## src/rtl/rtc_pir_pkg.sv

```systemverilog
package rtc_pir_pkg;

   // Flag register bit positions decoded by the neighbouring register file
   localparam int REQ_FLAG_BIT = 7;
   localparam int PER_FLAG_BIT = 6;

   // Control handed from the top to the period counter
   typedef struct packed {
      logic clear;   // force the count to zero this edge
      logic tick;    // time-base enable for this edge
   } cnt_ctl_t;

endpackage

```

## src/rtl/rtc_pir_rate_decode.sv

```systemverilog
module rtc_pir_rate_decode #(
   parameter int RATE_W       = 4,
   parameter int CNT_W        = 14,
   parameter bit ALIAS_LOW    = 1'b1,
   parameter int ALIAS_MAX    = 2,
   parameter int ALIAS_OFFSET = 7
) (
   input  logic [RATE_W-1:0] rate_code,
   output logic              code_live,
   output logic [CNT_W-1:0]  term_cnt
);

   localparam int EXP_W = RATE_W + 1;

   logic [EXP_W-1:0] exp_sel;

   assign code_live = (rate_code != '0);

   generate
      if (ALIAS_LOW) begin : g_alias
         always_comb begin
            if (rate_code <= RATE_W'(ALIAS_MAX))
               exp_sel = {1'b0, rate_code} + EXP_W'(ALIAS_OFFSET - 1);
            else
               exp_sel = {1'b0, rate_code} - EXP_W'(1);
         end
      end else begin : g_direct
         always_comb exp_sel = {1'b0, rate_code} - EXP_W'(1);
      end
   endgenerate

   // terminal count = 2^exp - 1
   assign term_cnt = ~({CNT_W{1'b1}} << exp_sel);

endmodule

```

## src/rtl/rtc_pir_change_detect.sv

```systemverilog
module rtc_pir_change_detect #(
   parameter int RATE_W = 4
) (
   input  logic              clk,
   input  logic              rst_n,
   input  logic [RATE_W-1:0] rate_code,
   input  logic              enable,
   output logic              restart
);

   logic [RATE_W-1:0] rate_q;
   logic              en_q;

   always_ff @(posedge clk or negedge rst_n) begin
      if (!rst_n) begin
         rate_q <= '0;
         en_q   <= 1'b0;
      end else begin
         rate_q <= rate_code;
         en_q   <= enable;
      end
   end

   assign restart = (rate_code != rate_q) || (enable != en_q);

endmodule

```

## src/rtl/rtc_pir_period_counter.sv

```systemverilog
module rtc_pir_period_counter
   import rtc_pir_pkg::*;
#(
   parameter int CNT_W = 14
) (
   input  logic             clk,
   input  logic             rst_n,
   input  cnt_ctl_t         ctl,
   input  logic [CNT_W-1:0] term_cnt,
   output logic             expire
);

   logic [CNT_W-1:0] cnt_q;

   assign expire = ctl.tick && !ctl.clear && (cnt_q == term_cnt);

   always_ff @(posedge clk or negedge rst_n) begin
      if (!rst_n)
         cnt_q <= '0;
      else if (ctl.clear)
         cnt_q <= '0;
      else if (ctl.tick)
         cnt_q <= expire ? '0 : cnt_q + 1'b1;
   end

endmodule

```

## src/rtl/rtc_periodic_gen.sv

```systemverilog
module rtc_periodic_gen
   import rtc_pir_pkg::*;
#(
   parameter int RATE_W       = 4,
   parameter int FLAG_W       = 8,
   parameter bit ALIAS_LOW    = 1'b1,
   parameter int ALIAS_MAX    = 2,
   parameter int ALIAS_OFFSET = 7,
   parameter bit IRQ_LEVEL    = 1'b1
) (
   input  logic              clk,
   input  logic              rst_n,
   input  logic              tbase_tick,
   input  logic [RATE_W-1:0] rate_sel,
   input  logic              per_en,
   input  logic              div_hold,
   input  logic              flag_clr,
   output logic [FLAG_W-1:0] flag_set_mask,
   output logic              irq
);

   localparam int CNT_W = (1 << RATE_W) - 2;
   localparam logic [FLAG_W-1:0] SET_MASK =
      FLAG_W'((1 << REQ_FLAG_BIT) | (1 << PER_FLAG_BIT));

   generate
      if (RATE_W < 3 || RATE_W > 5) begin : g_bad_rate_w
         $error("rtc_periodic_gen: RATE_W must lie in 3..5");
      end
      if (FLAG_W <= REQ_FLAG_BIT) begin : g_bad_flag_w
         $error("rtc_periodic_gen: FLAG_W too narrow for the flag bits");
      end
      if (ALIAS_LOW && (ALIAS_OFFSET + ALIAS_MAX - 1 > CNT_W)) begin : g_bad_alias
         $error("rtc_periodic_gen: aliased period exceeds counter width");
      end
   endgenerate

   logic             code_live;
   logic [CNT_W-1:0] term_cnt;
   logic             restart;
   logic             expire;
   logic             pulse_q;
   cnt_ctl_t         ctl;

   rtc_pir_rate_decode #(
      .RATE_W      (RATE_W),
      .CNT_W       (CNT_W),
      .ALIAS_LOW   (ALIAS_LOW),
      .ALIAS_MAX   (ALIAS_MAX),
      .ALIAS_OFFSET(ALIAS_OFFSET)
   ) u_decode (
      .rate_code(rate_sel),
      .code_live(code_live),
      .term_cnt (term_cnt)
   );

   rtc_pir_change_detect #(
      .RATE_W(RATE_W)
   ) u_change (
      .clk      (clk),
      .rst_n    (rst_n),
      .rate_code(rate_sel),
      .enable   (per_en),
      .restart  (restart)
   );

   assign ctl.clear = !(per_en && code_live) || restart || div_hold;
   assign ctl.tick  = tbase_tick;

   rtc_pir_period_counter #(
      .CNT_W(CNT_W)
   ) u_counter (
      .clk     (clk),
      .rst_n   (rst_n),
      .ctl     (ctl),
      .term_cnt(term_cnt),
      .expire  (expire)
   );

   always_ff @(posedge clk or negedge rst_n) begin
      if (!rst_n)
         pulse_q <= 1'b0;
      else
         pulse_q <= expire;
   end

   assign flag_set_mask = pulse_q ? SET_MASK : '0;

   generate
      if (IRQ_LEVEL) begin : g_irq_level
         logic irq_q;
         always_ff @(posedge clk or negedge rst_n) begin
            if (!rst_n)
               irq_q <= 1'b0;
            else if (expire)
               irq_q <= 1'b1;
            else if (flag_clr)
               irq_q <= 1'b0;
         end
         assign irq = irq_q;
      end else begin : g_irq_pulse
         assign irq = pulse_q;
      end
   endgenerate

endmodule

```

## config.mk

```make
export PLATFORM = sky130hd
export DESIGN_NAME = rtc_periodic_gen
export DESIGN_NICKNAME = d
export VERILOG_FILES = /design/src/rtl/rtc_pir_pkg.sv /design/src/rtl/rtc_pir_rate_decode.sv /design/src/rtl/rtc_pir_change_detect.sv /design/src/rtl/rtc_pir_period_counter.sv /design/src/rtl/rtc_periodic_gen.sv
export SDC_FILE = /design/constraint.sdc
export NUM_CORES = 1
export LEC_CHECK = 0
export ABC_AREA = 1
export ABC_CLOCK_PERIOD_IN_PS = 1650
export BUFFER_PORTS_ARGS = -buffer_cell sky130_fd_sc_hd__buf_4
export CAP_MARGIN = 25
export CELL_PAD_IN_SITES_DETAIL_PLACEMENT = 1
export CELL_PAD_IN_SITES_GLOBAL_PLACEMENT = 2
export CORE_UTILIZATION = 29
export DETAILED_ROUTE_END_ITERATION = 8
export PLACE_DENSITY_LB_ADDON = 0.05
export SYNTH_ARGS = -nofsm -noshare
export SYNTH_HDL_FRONTEND = slang
export SYNTH_SLANG_ARGS = --single-unit
```

## constraint.sdc

```tcl
create_clock -name clk -period 1.65 [get_ports clk]
set_input_delay 0.0825 -clock clk [delete_from_list [all_inputs] [get_ports clk]]
set_output_delay 0.0825 -clock clk [all_outputs]
set_load 0.01 [all_outputs]
```

-- Word-level counts from Yosys, hierarchy flattened
Cells that the tools add are included.
- flip-flop bits (word level): 21
- logic and storage cells: 32
- muxes and demuxes: 7
- equal/unequal tests: 3
- $lt $le $gt $ge: 1
- shift operators: 1
- add/sub/neg operators: 3
- reductions and logical operators: 11
- bitwise operators: 1
- operators by type and width (kind ; number):
    14-bit two-way mux ; 3
    14-bit by 1-bit adder with 14-bit output, second input constant ; 1
    14-bit equality test ; 1
    14-bit inverter ; 1
    14-bit by 5-bit left shift with 14-bit output, first input constant ; 1
    8-bit two-way mux ; 1
    4-bit by 3-bit adder with 5-bit output, second input constant ; 1
    5-bit two-way mux ; 1
    4-bit by 1-bit subtractor with 5-bit output, second input constant ; 1
    4-bit by 2-bit <= comparator with 1-bit output, second input constant ; 1
    4-bit != test ; 1
    2-bit nonzero test ; 2
    4-bit nonzero test ; 1
    1-bit logical AND ; 3
    1-bit logical OR ; 3
    1-bit zero test ; 2
    1-bit two-way mux ; 2
    1-bit != test ; 1

-- Depth between registers and ports, before layout
- depth in word-level cells: 11
- mapped depth: 20
- mapped depth without buffers: 19

-- Hierarchy
A second synthesis with hierarchy kept.
- cell total of the unflattened synthesis: 291
- area, all modules: 1816.7 um2
- modules (own cells, without submodules) (module ; cells an instance ; seq. area each (um2) ; area each (um2) ; times used):
    rtc_pir_period_counter ; 168 ; 350.3 ; 1053.5 ; 1
    rtc_pir_rate_decode ; 76 ; 0.0 ; 401.6 ; 1
    rtc_pir_change_detect ; 28 ; 125.1 ; 217.7 ; 1
    rtc_periodic_gen ; 19 ; 50.0 ; 143.9 ; 1

-- Worst setup path before layout
OpenSTA, ideal clock, no wires.
- path kind: in2reg
- start: input rate_sel[0]
- end: register u_counter.cnt_q[6]
- setup time: 0.117 ns
- stages on the path: 17
- buffers on the path: 2
- path slack: -0.209 ns
- data arrival time: 1.742 ns
- cell sequence: inv_1 ha_1 inv_1 nand2_1 nand4_1 nand2_2 nand2_4 buf_8 nand3_1 nand2_1 nor2_1 nand2_1 nor2_2 nand2_2 buf_6 nand2_1 nand2_1
- longest elaborated chain between the ends: 11
- elaborated cells on any way between the ends: 21
- ends and longest elaborated chain (what ; RTL line ; RTL):
    start: declaration ; rtc_periodic_gen.sv:14 ; input logic [RATE_W-1:0] rate_sel,
    parallel branches: the longest is 11 deep, another holds 4-bit by 1-bit subtractor with 5-bit output ; n/a ;
    end signal: assignment ; rtc_pir_period_counter.sv:23 ; cnt_q <= expire ? '0 : cnt_q + 1'b1;
    end: declaration ; rtc_pir_period_counter.sv:13 ; logic [CNT_W-1:0] cnt_q;
Parallel ways; which one is timed is not known. The select of a mux whose other input is x is not followed.
A chain may end at the register's enable or synchronous reset.

-- Worst setup path in the final report
- start: input rate_sel[1]
- end: register u_counter.cnt_q[8]
Same word-level chain as after synthesis.

==> impl_metrics.py <==
metrics = {
    "setup_path": {
        "criticalPathCategory": "in -> reg",
        "startpoint_type": "input pin",
        "worst_r2r_path_depth": 9,
        "required_ns": 1.81,
        "crit_path_end_kind": "register",
        "crit_arrival_ns": 2.03,
        "path_max_fanout": 7,
    },
    "global_route": {
        "grt_pass1_vias": 2224,
        "grt_max_degree": 22,
        "antenna_found_initial": 0,
        "grt_pass1_wl_um": 11200,
        "track_usage_pct": 20.2,
        "overflow": 0,
    },
    "clocking": {
        "cts_inserted_buffers": 3,
        "cts-root-buf": "clkbuf_8",
        "clockBufferDepth": 2,
        "cts.sinks": 21,
        "cts_tree": "yes",
        "insertion_delay_ns": 0.26,
        "cts_htree_levels": 1,
        "path_clk_slew_ns": 0.08,
    },
    "power_and_ir_drop": {
        "ir_drop_uv": 375,
        "cellPowerDensity_nw_per_um2": 466,
        "leakage_nw": 1.46,
    },
    "floorplanning": {
        "dieWidth_um": 83.6,
        "core_um2": 6390,
        "die_area_um2": 7000,
        "rows": 29,
        "dieHeight_um": 83.6,
        "num_io_pins": 19,
        "initial_core_util_pct": 30.3,
    },
    "drt": {
        "wl_um": 6660,
        "viasPerCell": 4.68,
        "drt_iter0_drc": 28,
        "drc": 0,
        "vias": 2175,
        "drt-wirelength-per-cell_um": 14.3,
        "ant_nets": 0,
        "drtPass1Iterations": 4,
    },
    "timing": {
        "hold_viol": 0,
        "max_freq_ghz": 0.533,
        "slew_violations": 0,
        "setup_viol": 16,
        "fin_crit_sh_pct": 114,
        "skew_ns": 0.00315,
        "layout_min_cycle_time_ns": 1.88,
        "finalWorstSetupSlack_ns": -0.226,
        "rsz0062_at_grt": "true",
        "fin_hold_ws_ns": 0.0520,
    },
    "finish": {
        "final_cell_mix": "96 x nand2_1, 70 x buf_4, 32 x nand2_2",
        "fin_util_pct": 46.4,
        "drive_gt1_share_pct": 39.2,
        "num_antenna_cells": 0,
        "n_fill_cell": 829,
        "final_common_cell": "nand2_1",
        "area_growth_pct": 53.1,
        "fin_nets": 405,
    },
    "run_status": {
        "violations": "setup timing",
        "status": "finished, violations left",
    },
    "yosys": {
        "synthCells": 312,
        "synth_xor_area_share_pct": 3.17,
        "yosys_warnings": 0,
        "synth_area_um2": 1930,
        "synth_mux_area_share_pct": 0,
        "synth_top_family_by_area": "simple AND/OR/NAND/NOR gates",
        "yosysSeqAreaShare_pct": 27.2,
        "yosys.cell_types.count": 28,
        "synth_seq_cells": 21,
        "synth-simple-area-share_pct": 50.7,
        "synthAdderAreaFrac_pct": 3.88,
        "avgSynthCellArea_um2": 6.20,
        "synth_compound_area_share_pct": 3.24,
    },
    "placed_design": {
        "pre_cts_slack_ns": -0.655,
        "numPortBuffers": 12,
        "place_hpwl_um": 4930,
        "globalplace.congestion": 0.760,
    },
    "job": {
        "max_cap_violations": 0,
    },
    "worst_hold_path": {
        "hold_path_class": "in -> reg",
        "worstHoldPathCells": 4,
    },
}
==> logic make-up after synthesis <==
kind of cell | Yosys count
compound gates | 11
xor+xnor | 7
fa+ha+maj | 6
buf+inv | 45
flops | 21
other cells | 1
simple gates | 221
==> flip-flops by register name, indices dropped and copies added, names as in the netlist <==
name             count
irq                  1
pulse_q              1
u_change.en_q        1
u_change.rate_q      4
u_counter.cnt_q     14
==> per-stage QoR <==
stage	power (W)	cell area (um2)	TNS, ns	cells
detailed placement	0.000917	2520	-9.70	448
global placement	0.000914	2520	-9.29	448
floorplan	0.000778	2010	-1.24	317
global route	0.00147	2960	-5.85	465
CTS	0.00137	2870	-2.81	463
finish	0.00138	2960	-3.16	465
==> layout make-up <==
type,count,area [um2],area share (%)
Multi-Input combinational cell,253,1510,51.1
Timing Repair Buffer,78,654,22.1
Sequential cell,21,526,17.8
Inverter,32,128,4.31
Tap cell,77,96.3,3.25
Clock buffer,4,45.0,1.52
==> power by group <==
| part | internal [W] | total [W] | switching (W) |
|---|---|---|---|
| Sequential | 0.000520 | 0.000523 | 0.00000259 |
| Combinational | 0.000222 | 0.000507 | 0.000285 |
| Clock | 0.000172 | 0.000349 | 0.000176 |
| Total | 0.000915 | 0.00138 | 0.000464 |
==> worst max-delay path, stage by stage <==
cell        delay (ns)
buf_8             0.09
clkinvlp_4        0.18
buf_4             0.19
buf_4             0.12
buf_4             0.12
nand2_1           0.07
nand2_2           0.08
nand2_1           0.09
nand2_2           0.06
buf_4             0.14
nand3_2           0.07
nand3_2           0.06
nor2_2            0.11
nand2_2           0.09
nor2_4            0.20
nand2_4           0.14
nand2_2           0.09
nand2_1           0.05
==> per-layer routing <==
| metal | vias up | part of all wire [%] | global-route usage [%] |
|---|---|---|---|
| li1 | 1122 | - | - |
| met1 | 1038 | 50 | 28.6 |
| met2 | 10 | 49 | 33.9 |
| met3 | 5 | 0.84 | 0.890 |
| met4 | 0 | 0.75 | 4.78 |
| met5 | - | 0 | 0 |
==> cells in the mapped netlist <==
| cell type | number | area [um2] |
|---|---|---|
| a21boi_0 | 2 | 15.0 |
| nor3_1 | 4 | 20.0 |
| o21ai_0 | 4 | 20.0 |
| xnor2_1 | 3 | 26.3 |
| and2_1 | 1 | 6.26 |
| a211oi_1 | 1 | 7.51 |
| nor2_4 | 1 | 11.3 |
| a21oi_1 | 4 | 20.0 |
| ha_1 | 6 | 75.1 |
| buf_4 | 8 | 60.1 |
| nor3b_1 | 2 | 15.0 |
| clkbuf_1 | 2 | 7.51 |
| nand2_4 | 2 | 22.5 |
| nand4_1 | 6 | 37.5 |
| nand3_1 | 30 | 150 |
| dfrtp_1 | 21 | 526 |
| buf_8 | 1 | 15.0 |
| nand3b_1 | 2 | 15.0 |
| nand2_1 | 127 | 477 |
| nand2_2 | 11 | 68.8 |
| xor2_1 | 4 | 35.0 |
| conb_1 | 1 | 3.75 |
| nor2_1 | 28 | 105 |
| inv_1 | 32 | 120 |
| nor2_2 | 3 | 18.8 |
| nor4_1 | 2 | 12.5 |
| buf_6 | 2 | 22.5 |
| nand3_2 | 2 | 20.0 |
==> path summary, 6_finish.rpt <==
path,to,slack (ns),startpoint
worst max register to register,u_counter.cnt_q[1]$_DFFE_PN0P_,-0.13,u_change.rate_q[3]$_DFF_PN0_
max in group asynchronous,pulse_q$_DFF_PN0_,1.19,rst_n
worst max-delay path,u_counter.cnt_q[8]$_DFFE_PN0P_,-0.23,rate_sel[1]
worst min register to register,irq$_DFFE_PN0P_,0.50,irq$_DFFE_PN0P_
min in group asynchronous,u_change.en_q$_DFF_PN0_,0.24,rst_n
worst min-delay path,irq$_DFFE_PN0P_,0.05,flag_clr
==> what timing repair did <==
| item | 4_1_cts | 5_1_grt |
|---|---|---|
| pin swaps | 14 | 20 |
| resized for setup | 44 | 23 |
| cloned | 3 | 0 |
| hold buffers | 2 | 0 |
| setup endpoints to repair | 16 | 16 |
| buffers inserted | 6 | 2 |
| endpoints found under the hold margin | 22 | 0 |
(Power assumes the default switching activity.)
